**src/rtl/bg_pkg.sv**
```systemverilog
package bg_pkg;

  localparam int LEN_W     = 7;
  localparam int ADV_W     = 7;
  localparam int CODE_W    = 3;
  localparam int VTO_W     = 11;
  localparam int CNT_W     = 12;

  localparam int PPL_BASE  = 704;
  localparam int PPL_STEP  = 64;
  localparam int ADV_MAX   = 64;
  localparam int VLEN_MIN  = 3;

  // longest line, doubled, is the flyback silence limit
  localparam int H_TMO_CLKS = 2 * (PPL_BASE + PPL_STEP * ((1 << CODE_W) - 1));

  typedef struct packed {
    logic [LEN_W-1:0]  vlen;
    logic [ADV_W-1:0]  adv;
    logic [CODE_W-1:0] code;
    logic              h_en;
    logic              v_en;
    logic [VTO_W-1:0]  vto;
  } blank_cfg_t;

  localparam blank_cfg_t CFG_RST = '{
    vlen: LEN_W'(VLEN_MIN),
    adv:  '0,
    code: '0,
    h_en: 1'b1,
    v_en: 1'b1,
    vto:  '0
  };

  function automatic logic [CNT_W-1:0] ppl_of(logic [CODE_W-1:0] code);
    return CNT_W'(PPL_BASE + PPL_STEP * int'(code));
  endfunction

  function automatic blank_cfg_t clamp_cfg(blank_cfg_t c);
    blank_cfg_t r;
    r = c;
    if (c.vlen < LEN_W'(VLEN_MIN)) r.vlen = LEN_W'(VLEN_MIN);
    if (c.adv > ADV_W'(ADV_MAX))   r.adv  = ADV_W'(ADV_MAX);
    return r;
  endfunction

endpackage

```
**src/rtl/bg_cfg.sv**
```systemverilog
module bg_cfg
  import bg_pkg::*;
(
  input  logic       clk,
  input  logic       rst_n,
  input  logic       wr_en,
  input  blank_cfg_t wr_cfg,
  input  logic       v_start,
  output blank_cfg_t act_cfg
);

  blank_cfg_t hold_q, hold_d;
  blank_cfg_t act_q, act_d;

  always_comb begin
    hold_d = hold_q;
    act_d  = act_q;
    if (wr_en)   hold_d = clamp_cfg(wr_cfg);
    if (v_start) act_d  = hold_q;
  end

  always_ff @(posedge clk or negedge rst_n) begin
    if (!rst_n) begin
      hold_q <= CFG_RST;
      act_q  <= CFG_RST;
    end else begin
      hold_q <= hold_d;
      act_q  <= act_d;
    end
  end

  assign act_cfg = act_q;

endmodule

```
**src/rtl/bg_hchan.sv**
```systemverilog
module bg_hchan
  import bg_pkg::*;
(
  input  logic              clk,
  input  logic              rst_n,
  input  logic              h_rise,
  input  logic              h_fall,
  input  logic [CODE_W-1:0] code,
  input  logic [ADV_W-1:0]  adv,
  input  logic              h_en,
  output logic              hblank
);

  localparam logic [CNT_W-1:0] CNT_MAX = '1;

  logic [CNT_W-1:0] cnt_q, cnt_d;
  logic [CNT_W-1:0] trig;
  logic             seen_q, seen_d;
  logic             hb_q, hb_d;

  assign trig = ppl_of(code) - CNT_W'(adv);

  always_comb begin
    cnt_d  = cnt_q;
    seen_d = seen_q | h_rise;
    hb_d   = hb_q;
    if (h_rise)                cnt_d = '0;
    else if (cnt_q != CNT_MAX) cnt_d = cnt_q + CNT_W'(1);

    if (h_rise)                        hb_d = 1'b1;
    else if (h_fall)                   hb_d = 1'b0;
    else if (seen_q && cnt_d == trig)  hb_d = 1'b1;
  end

  always_ff @(posedge clk or negedge rst_n) begin
    if (!rst_n) begin
      cnt_q  <= '0;
      seen_q <= 1'b0;
      hb_q   <= 1'b0;
    end else begin
      cnt_q  <= cnt_d;
      seen_q <= seen_d;
      hb_q   <= hb_d;
    end
  end

  assign hblank = hb_q & h_en;

endmodule

```
**src/rtl/bg_vchan.sv**
```systemverilog
module bg_vchan
  import bg_pkg::*;
(
  input  logic             clk,
  input  logic             rst_n,
  input  logic             h_rise,
  input  logic             v_start,
  input  logic [LEN_W-1:0] vlen,
  input  logic             v_en,
  output logic             vblank
);

  logic [LEN_W-1:0] line_q, line_d;
  logic             vb_q, vb_d;
  logic             line_ce;

  assign line_ce = vb_q & h_rise;

  always_comb begin
    line_d = line_q;
    vb_d   = vb_q;
    if (v_start) begin
      line_d = '0;
      vb_d   = 1'b1;
    end else if (line_ce) begin
      line_d = line_q + LEN_W'(1);
      if (line_d == vlen) vb_d = 1'b0;
    end
  end

  always_ff @(posedge clk or negedge rst_n) begin
    if (!rst_n) begin
      line_q <= '0;
      vb_q   <= 1'b0;
    end else begin
      line_q <= line_d;
      vb_q   <= vb_d;
    end
  end

  assign vblank = vb_q & v_en;

endmodule

```
**src/rtl/bg_sync_mon.sv**
```systemverilog
module bg_sync_mon
  import bg_pkg::*;
#(
  parameter int TMO_CLKS = H_TMO_CLKS
) (
  input  logic             clk,
  input  logic             rst_n,
  input  logic             h_rise,
  input  logic             v_start,
  input  logic [VTO_W-1:0] vto,
  output logic             sync_ok
);

  localparam logic [CNT_W-1:0] GAP_END  = CNT_W'(TMO_CLKS);
  localparam logic [CNT_W-1:0] GAP_LAST = CNT_W'(TMO_CLKS - 1);
  localparam logic [VTO_W-1:0] LN_MAX   = '1;

  logic [CNT_W-1:0] gap_q, gap_d;
  logic             h_ok_q, h_ok_d;
  logic [VTO_W-1:0] ln_q, ln_d;
  logic             v_ok_q, v_ok_d;

  always_comb begin
    gap_d  = gap_q;
    h_ok_d = h_ok_q;
    if (h_rise) begin
      gap_d  = '0;
      h_ok_d = 1'b1;
    end else if (gap_q != GAP_END) begin
      gap_d = gap_q + CNT_W'(1);
      if (gap_q == GAP_LAST) h_ok_d = 1'b0;
    end
  end

  always_comb begin
    ln_d   = ln_q;
    v_ok_d = v_ok_q;
    if (v_start) begin
      ln_d   = '0;
      v_ok_d = 1'b1;
    end else if (h_rise && ln_q != LN_MAX) begin
      ln_d = ln_q + VTO_W'(1);
      if (vto != '0 && ln_d == vto) v_ok_d = 1'b0;
    end
  end

  always_ff @(posedge clk or negedge rst_n) begin
    if (!rst_n) begin
      gap_q  <= '0;
      h_ok_q <= 1'b0;
      ln_q   <= '0;
      v_ok_q <= 1'b0;
    end else begin
      gap_q  <= gap_d;
      h_ok_q <= h_ok_d;
      ln_q   <= ln_d;
      v_ok_q <= v_ok_d;
    end
  end

  assign sync_ok = h_ok_q & v_ok_q;

endmodule

```
**src/rtl/scan_blank_gen.sv**
```systemverilog
module scan_blank_gen
  import bg_pkg::*;
(
  input  logic              clk,
  input  logic              rst_n,
  input  logic              hfly_i,
  input  logic              vstrb_i,
  input  logic              cfg_wr_i,
  input  logic [LEN_W-1:0]  cfg_vlen_i,
  input  logic [ADV_W-1:0]  cfg_adv_i,
  input  logic [CODE_W-1:0] cfg_ppl_i,
  input  logic              cfg_hen_i,
  input  logic              cfg_ven_i,
  input  logic [VTO_W-1:0]  cfg_vto_i,
  output logic              hblank_o,
  output logic              vblank_o,
  output logic              sync_ok_o
);

  logic       hfly_q;
  logic       vst_q;
  logic       h_rise, h_fall, v_start;
  blank_cfg_t wr_cfg;
  blank_cfg_t act_cfg;

  always_ff @(posedge clk or negedge rst_n) begin
    if (!rst_n) begin
      hfly_q <= 1'b0;
      vst_q  <= 1'b0;
    end else begin
      hfly_q <= hfly_i;
      vst_q  <= vstrb_i;
    end
  end

  assign h_rise  =  hfly_i & ~hfly_q;
  assign h_fall  = ~hfly_i &  hfly_q;
  assign v_start =  vstrb_i & ~vst_q;

  assign wr_cfg = '{
    vlen: cfg_vlen_i,
    adv:  cfg_adv_i,
    code: cfg_ppl_i,
    h_en: cfg_hen_i,
    v_en: cfg_ven_i,
    vto:  cfg_vto_i
  };

  bg_cfg u_cfg (
    .clk     (clk),
    .rst_n   (rst_n),
    .wr_en   (cfg_wr_i),
    .wr_cfg  (wr_cfg),
    .v_start (v_start),
    .act_cfg (act_cfg)
  );

  bg_hchan u_hchan (
    .clk    (clk),
    .rst_n  (rst_n),
    .h_rise (h_rise),
    .h_fall (h_fall),
    .code   (act_cfg.code),
    .adv    (act_cfg.adv),
    .h_en   (act_cfg.h_en),
    .hblank (hblank_o)
  );

  bg_vchan u_vchan (
    .clk     (clk),
    .rst_n   (rst_n),
    .h_rise  (h_rise),
    .v_start (v_start),
    .vlen    (act_cfg.vlen),
    .v_en    (act_cfg.v_en),
    .vblank  (vblank_o)
  );

  bg_sync_mon #(
    .TMO_CLKS (H_TMO_CLKS)
  ) u_sync (
    .clk     (clk),
    .rst_n   (rst_n),
    .h_rise  (h_rise),
    .v_start (v_start),
    .vto     (act_cfg.vto),
    .sync_ok (sync_ok_o)
  );

endmodule

```
**config.mk**
```make
export PLATFORM = sky130hd
export DESIGN_NAME = scan_blank_gen
export DESIGN_NICKNAME = d
export VERILOG_FILES = /design/src/rtl/bg_pkg.sv /design/src/rtl/bg_cfg.sv /design/src/rtl/bg_hchan.sv /design/src/rtl/bg_vchan.sv /design/src/rtl/bg_sync_mon.sv /design/src/rtl/scan_blank_gen.sv
export SDC_FILE = /design/constraint.sdc
export NUM_CORES = 1
export LEC_CHECK = 0
export ABC_CLOCK_PERIOD_IN_PS = 4800
export BUFFER_PORTS_ARGS = -buffer_cell sky130_fd_sc_hd__clkbuf_2
export CAP_MARGIN = 40
export CORE_ASPECT_RATIO = 1.4
export CORE_MARGIN = 3
export CORE_UTILIZATION = 60
export DETAILED_ROUTE_END_ITERATION = 16
export PLACE_DENSITY = 0.9
export SLEW_MARGIN = 20
export SYNTH_ARGS = -nofsm -noshare
export SYNTH_HDL_FRONTEND = slang
export SYNTH_SLANG_ARGS = --single-unit
```
**constraint.sdc**
```tcl
create_clock -name clk -period 4.8 [get_ports clk]
set_input_delay 0.48 -clock clk [delete_from_list [all_inputs] [get_ports clk]]
set_output_delay 0.48 -clock clk [all_outputs]
set_load 0.01 [all_outputs]
```
==> results.txt <==
The initial antenna violation count came out at 0. The internal reg-to-reg setup slack is 1.84 ns. The final period demand of the worst path came out at 2.96 ns. A synthesized cell averages 10.7 um^2. The maximum operating frequency came out at 0.338 GHz.

The remaining global-route overflow is 0. The tightest min-delay check is of the in2reg type. The sum of routed wire length over all layers came out at 11.2 mm. The minimum setup slack after placement came out at 1.95 ns.

The number of buffers inserted by post-CTS setup repair is 0. The deepest level of the CTS H-tree is 3. The total number of clock tree sinks is 109. Ranked by total cell area, the synthesized netlist is headed by sky130_fd_sc_hd__dfrtp_1, sky130_fd_sc_hd__mux2_2, sky130_fd_sc_hd__xnor2_1, sky130_fd_sc_hd__dfstp_2, sky130_fd_sc_hd__xor2_1. The startpoint identified for the worst register-to-register timing path is u_cfg.act_cfg[13]. The worst endpoint data arrival time is 3.20 ns. Relative to the synthesized area, the layout overhead comes to 11.9%. On the worst path, the slowest cell contributes a delay of 0.48 ns.

From left edge to right edge, the die measures 87.0 um. The tool flagged a number of max-cap violations equal to 0. The number of fill cells in the layout came out at 616. The total count of max-transition violations in the final report is 0.

For the pin with the worst max-slew slack, the measured transition is 0.789 ns. The number of I/O port buffers came out at 37. The netlist uses 51 different library cells. The critical path ends at u_hchan.hb_q. Of the cells placed in the final design, the portion with a size suffix greater than 1 is 21.8%. The number of standard cells after synthesis is 516.

The area of the die is 0.0104 mm^2. The number of nets in the layout came out at 600. The number of hold violations in the final report was 0.

The routability congestion estimate from global placement is 0.822. The global-route met3 utilization came out at 3.60%. Entering global routing, the biggest net connects 67 pins. The clock tree root driver cell is sky130_fd_sc_hd__clkbuf_16. After routing, the total negative slack on setup checks comes to 0 ns.

Detailed routing inserted a total of 3,981 vias. The final routed DRC violation total is 0. The total area of sequential cells came out at 0.00274 mm^2. In this run, the number of DRC markers left after iteration 0 of detailed routing was 266. The number of enable-type register cells in the synthesized netlist is 0.

In the synthesized netlist the dominant register cell turns out to be sky130_fd_sc_hd__dfrtp_1. The number of failing setup endpoints in the final timing report came out at 0. Counting every net in the synthesized netlist gives 562.

For the worst-skew pair, the clock arrives at the later sink with an insertion delay of 0.35 ns. The first global-routing pass estimated 19.1 mm of wire. The run finished with clean final reports.

Walking the worst path, the cells encountered are inv_1 > ha_1 > inv_1 > ha_1 > or3b_2 > a21oi_1 > nor3b_1 > xor2_1 > a2111oi_4 > nand4_1 > a21bo_1. The critical path startpoint category is a flop. The count of instances resized after the clock tree is built is 0. The worst clock skew is 0.00748 ns.

The share of flip-flops with an asynchronous set or reset after synthesis is 100%. Synthesis inferred 109 register bits. For met2 alone, demand over resource in global routing was 38.6%. The global-route usage over all layers is 23.3%.

TritonCTS built the clock tree. The half-perimeter wire length after placement came out at 7.71 mm. The number of vias per cell after detailed routing came out at 6.00.

The finished cells cover 0.00616 mm^2. The synthesized design devotes to its leading area cell type 45.9% of total area. The area of the multi-input gates came out at 0.00263 mm^2. Setup repair after global routing left no endpoint under its margin. The sort of element at the end of the critical path is a flop.

Sequential cells were found to cover 49.7% of the synthesized design area. The worst flop-to-flop path endpoint is u_hchan.hb_q. The relative slew slack came out at 46.7%. The number of iterations in the first detailed-routing pass came out at 4.

The synthesized design spends more area on one cell type than any other, namely sky130_fd_sc_hd__dfrtp_1. The cts-stage hold buffer count is 0. Global routing used 29.7% of the available met1 tracks. The core outline area came out at 0.00876 mm^2. After global routing, the most crowded layer is met2. The instance area at placement is 0.00580 mm^2. After layout, the worst path uses 61.6% of the clock period. The remaining number of nets flagged by the antenna check after routing is 0. The total inserted antenna cells is 0. The number of top-level design ports came out at 38. The setup slack after layout is 1.84 ns. The peak ir drop on the vdd network is 313 uV. For this design the static power due to leakage is 2.65 nW. The die span in y is 119 um. In this run the worst setup path begins at u_cfg.act_cfg[13]. The warning count from the yosys run is 0. The initialized floorplan defines 40 standard-cell rows. The number of buffers inserted during clock tree synthesis came out at 9. The worst-case reg-to-reg path depth is 11. The netlist area before placement came out at 0.00551 mm^2. The via count of the first global-routing pass is 4,040. The required arrival time at the worst endpoint is 5.05 ns. The initial utilization of the core area, before any placement, comes to 62.9%. The CTS clock-pin slew for the worst setup and hold paths came out at 0.07 ns. The top fanout value on the critical path is 3. The longest clock path from root to sink contains 2 buffers. The highest-delay cell along the critical path is sky130_fd_sc_hd__or3b_2. The setup path with the least slack is of type reg2reg. Dividing total power by cell area gives a power density of 386 mW/mm^2.

The worst hold slack is 0.258 ns. The detail-routed net length per standard cell is 16.8 um. The completed layout was analyzed and its total power is 2.38 mW.
## worst min path at each step
stage / depth (start not counted) / end / start
4_1_cts: 1 / u_hchan.hb_q / rst_n
6_report: 1 / vst_q / vstrb_i
3_5_place_dp: 2 / u_cfg.act_cfg[25] / u_cfg.hold_q[25]
2_1_floorplan: 0 / hfly_q / rst_n
3_3_place_gp: 2 / u_cfg.act_cfg[25] / u_cfg.hold_q[25]
5_1_grt: 1 / vst_q / vstrb_i
## synth_stat cells, types with 8 or more instances
library cell               number
sky130_fd_sc_hd__xor2_1        23
sky130_fd_sc_hd__and3_1         9
sky130_fd_sc_hd__nand2_1       33
sky130_fd_sc_hd__nor2_1        44
sky130_fd_sc_hd__ha_1          11
sky130_fd_sc_hd__o21ai_0       25
sky130_fd_sc_hd__nand3b_1       8
sky130_fd_sc_hd__clkbuf_1      13
sky130_fd_sc_hd__a21oi_1       14
sky130_fd_sc_hd__mux2_2        46
sky130_fd_sc_hd__inv_1         24
sky130_fd_sc_hd__dfrtp_1      101
sky130_fd_sc_hd__nand4_1        8
sky130_fd_sc_hd__dfstp_2        8
sky130_fd_sc_hd__nand3_1       16
sky130_fd_sc_hd__xnor2_1       42
## metal layers
metal | part of all wire (%) | vias to the layer above
met3 | 3.9 | 22
met4 | 2.5 | 0
met5 | 0 | -
met1 | 41 | 1990
li1 | - | 1882
met2 | 52 | 87
## cell families (layout without fill, tap and decap cells)
kind of cell	Yosys count	after routing	synth area share (%)
buffers and inverters	40	83	2.72
AOI/OAI and AO/OA	71	71	8.52
DFF	109	109	49.7
and+or+nand+nor	172	172	16.5
muxes	48	48	9.76
xor gates and xnor gates	65	65	10.3
adders and majority gates	11	11	2.50
## power breakdown
part | switching, mW | internal (mW) | total, mW | leakage, nW
clock network | 0.351 | 0.412 | 0.763 | 0.144
logic | 0.242 | 0.237 | 0.479 | 1.15
registers | 0.106 | 1.03 | 1.14 | 1.35
total | 0.699 | 1.68 | 2.38 | 2.65
## metrics by stage
step                instances  utilization [%]
detailed placement        645             66.2
floorplan                 516                -
global placement          645             66.2
finish                    664             70.4
global route              664             70.4
CTS                       661             69.7
## area by class of cell
type                            instances  area share (%)
Multi-Input combinational cell        367            42.7
Sequential cell                       109            44.4
Clock buffer                            9            3.65
Clock inverter                          7            1.34
Tap cell                              105            2.13
Timing Repair Buffer                   43            4.34
Inverter                               24            1.46
## state kept, by name, indices dropped and copies added (netlist names)
signal,flops
u_cfg.act_cfg,30
u_cfg.hold_q,30
u_hchan.cnt_q,12
u_sync.gap_q,12
u_sync.ln_q,11
u_vchan.line_q,7
hfly_q,1
u_hchan.hb_q,1
u_hchan.seen_q,1
u_sync.h_ok_q,1
u_sync.v_ok_q,1
u_vchan.vb_q,1
vst_q,1
## critical path, delay by kind of cell (launching register included)
kind / cells / cell delay [ns]
simple gates: 3 / 0.96
compound gates: 3 / 0.76
fa+ha+maj: 2 / 0.45
flops: 1 / 0.37
xor+xnor: 1 / 0.17
buf+inv: 2 / 0.14
## cells in the final DEF, fill, tap and decap left out, types with 9 or more instances in the layout
| cell | n |
|---|---|
| sky130_fd_sc_hd__dfrtp_1 | 101 |
| sky130_fd_sc_hd__mux2_2 | 46 |
| sky130_fd_sc_hd__nor2_1 | 44 |
| sky130_fd_sc_hd__xnor2_1 | 42 |
| sky130_fd_sc_hd__clkbuf_2 | 36 |
| sky130_fd_sc_hd__nand2_1 | 33 |
| sky130_fd_sc_hd__o21ai_0 | 25 |
| sky130_fd_sc_hd__inv_1 | 24 |
| sky130_fd_sc_hd__xor2_1 | 23 |
| sky130_fd_sc_hd__nand3_1 | 16 |
| sky130_fd_sc_hd__a21oi_1 | 14 |
| sky130_fd_sc_hd__ha_1 | 11 |
| sky130_fd_sc_hd__and3_1 | 9 |
| sky130_fd_sc_hd__clkbuf_16 | 9 |
(Power assumes the default switching activity.)
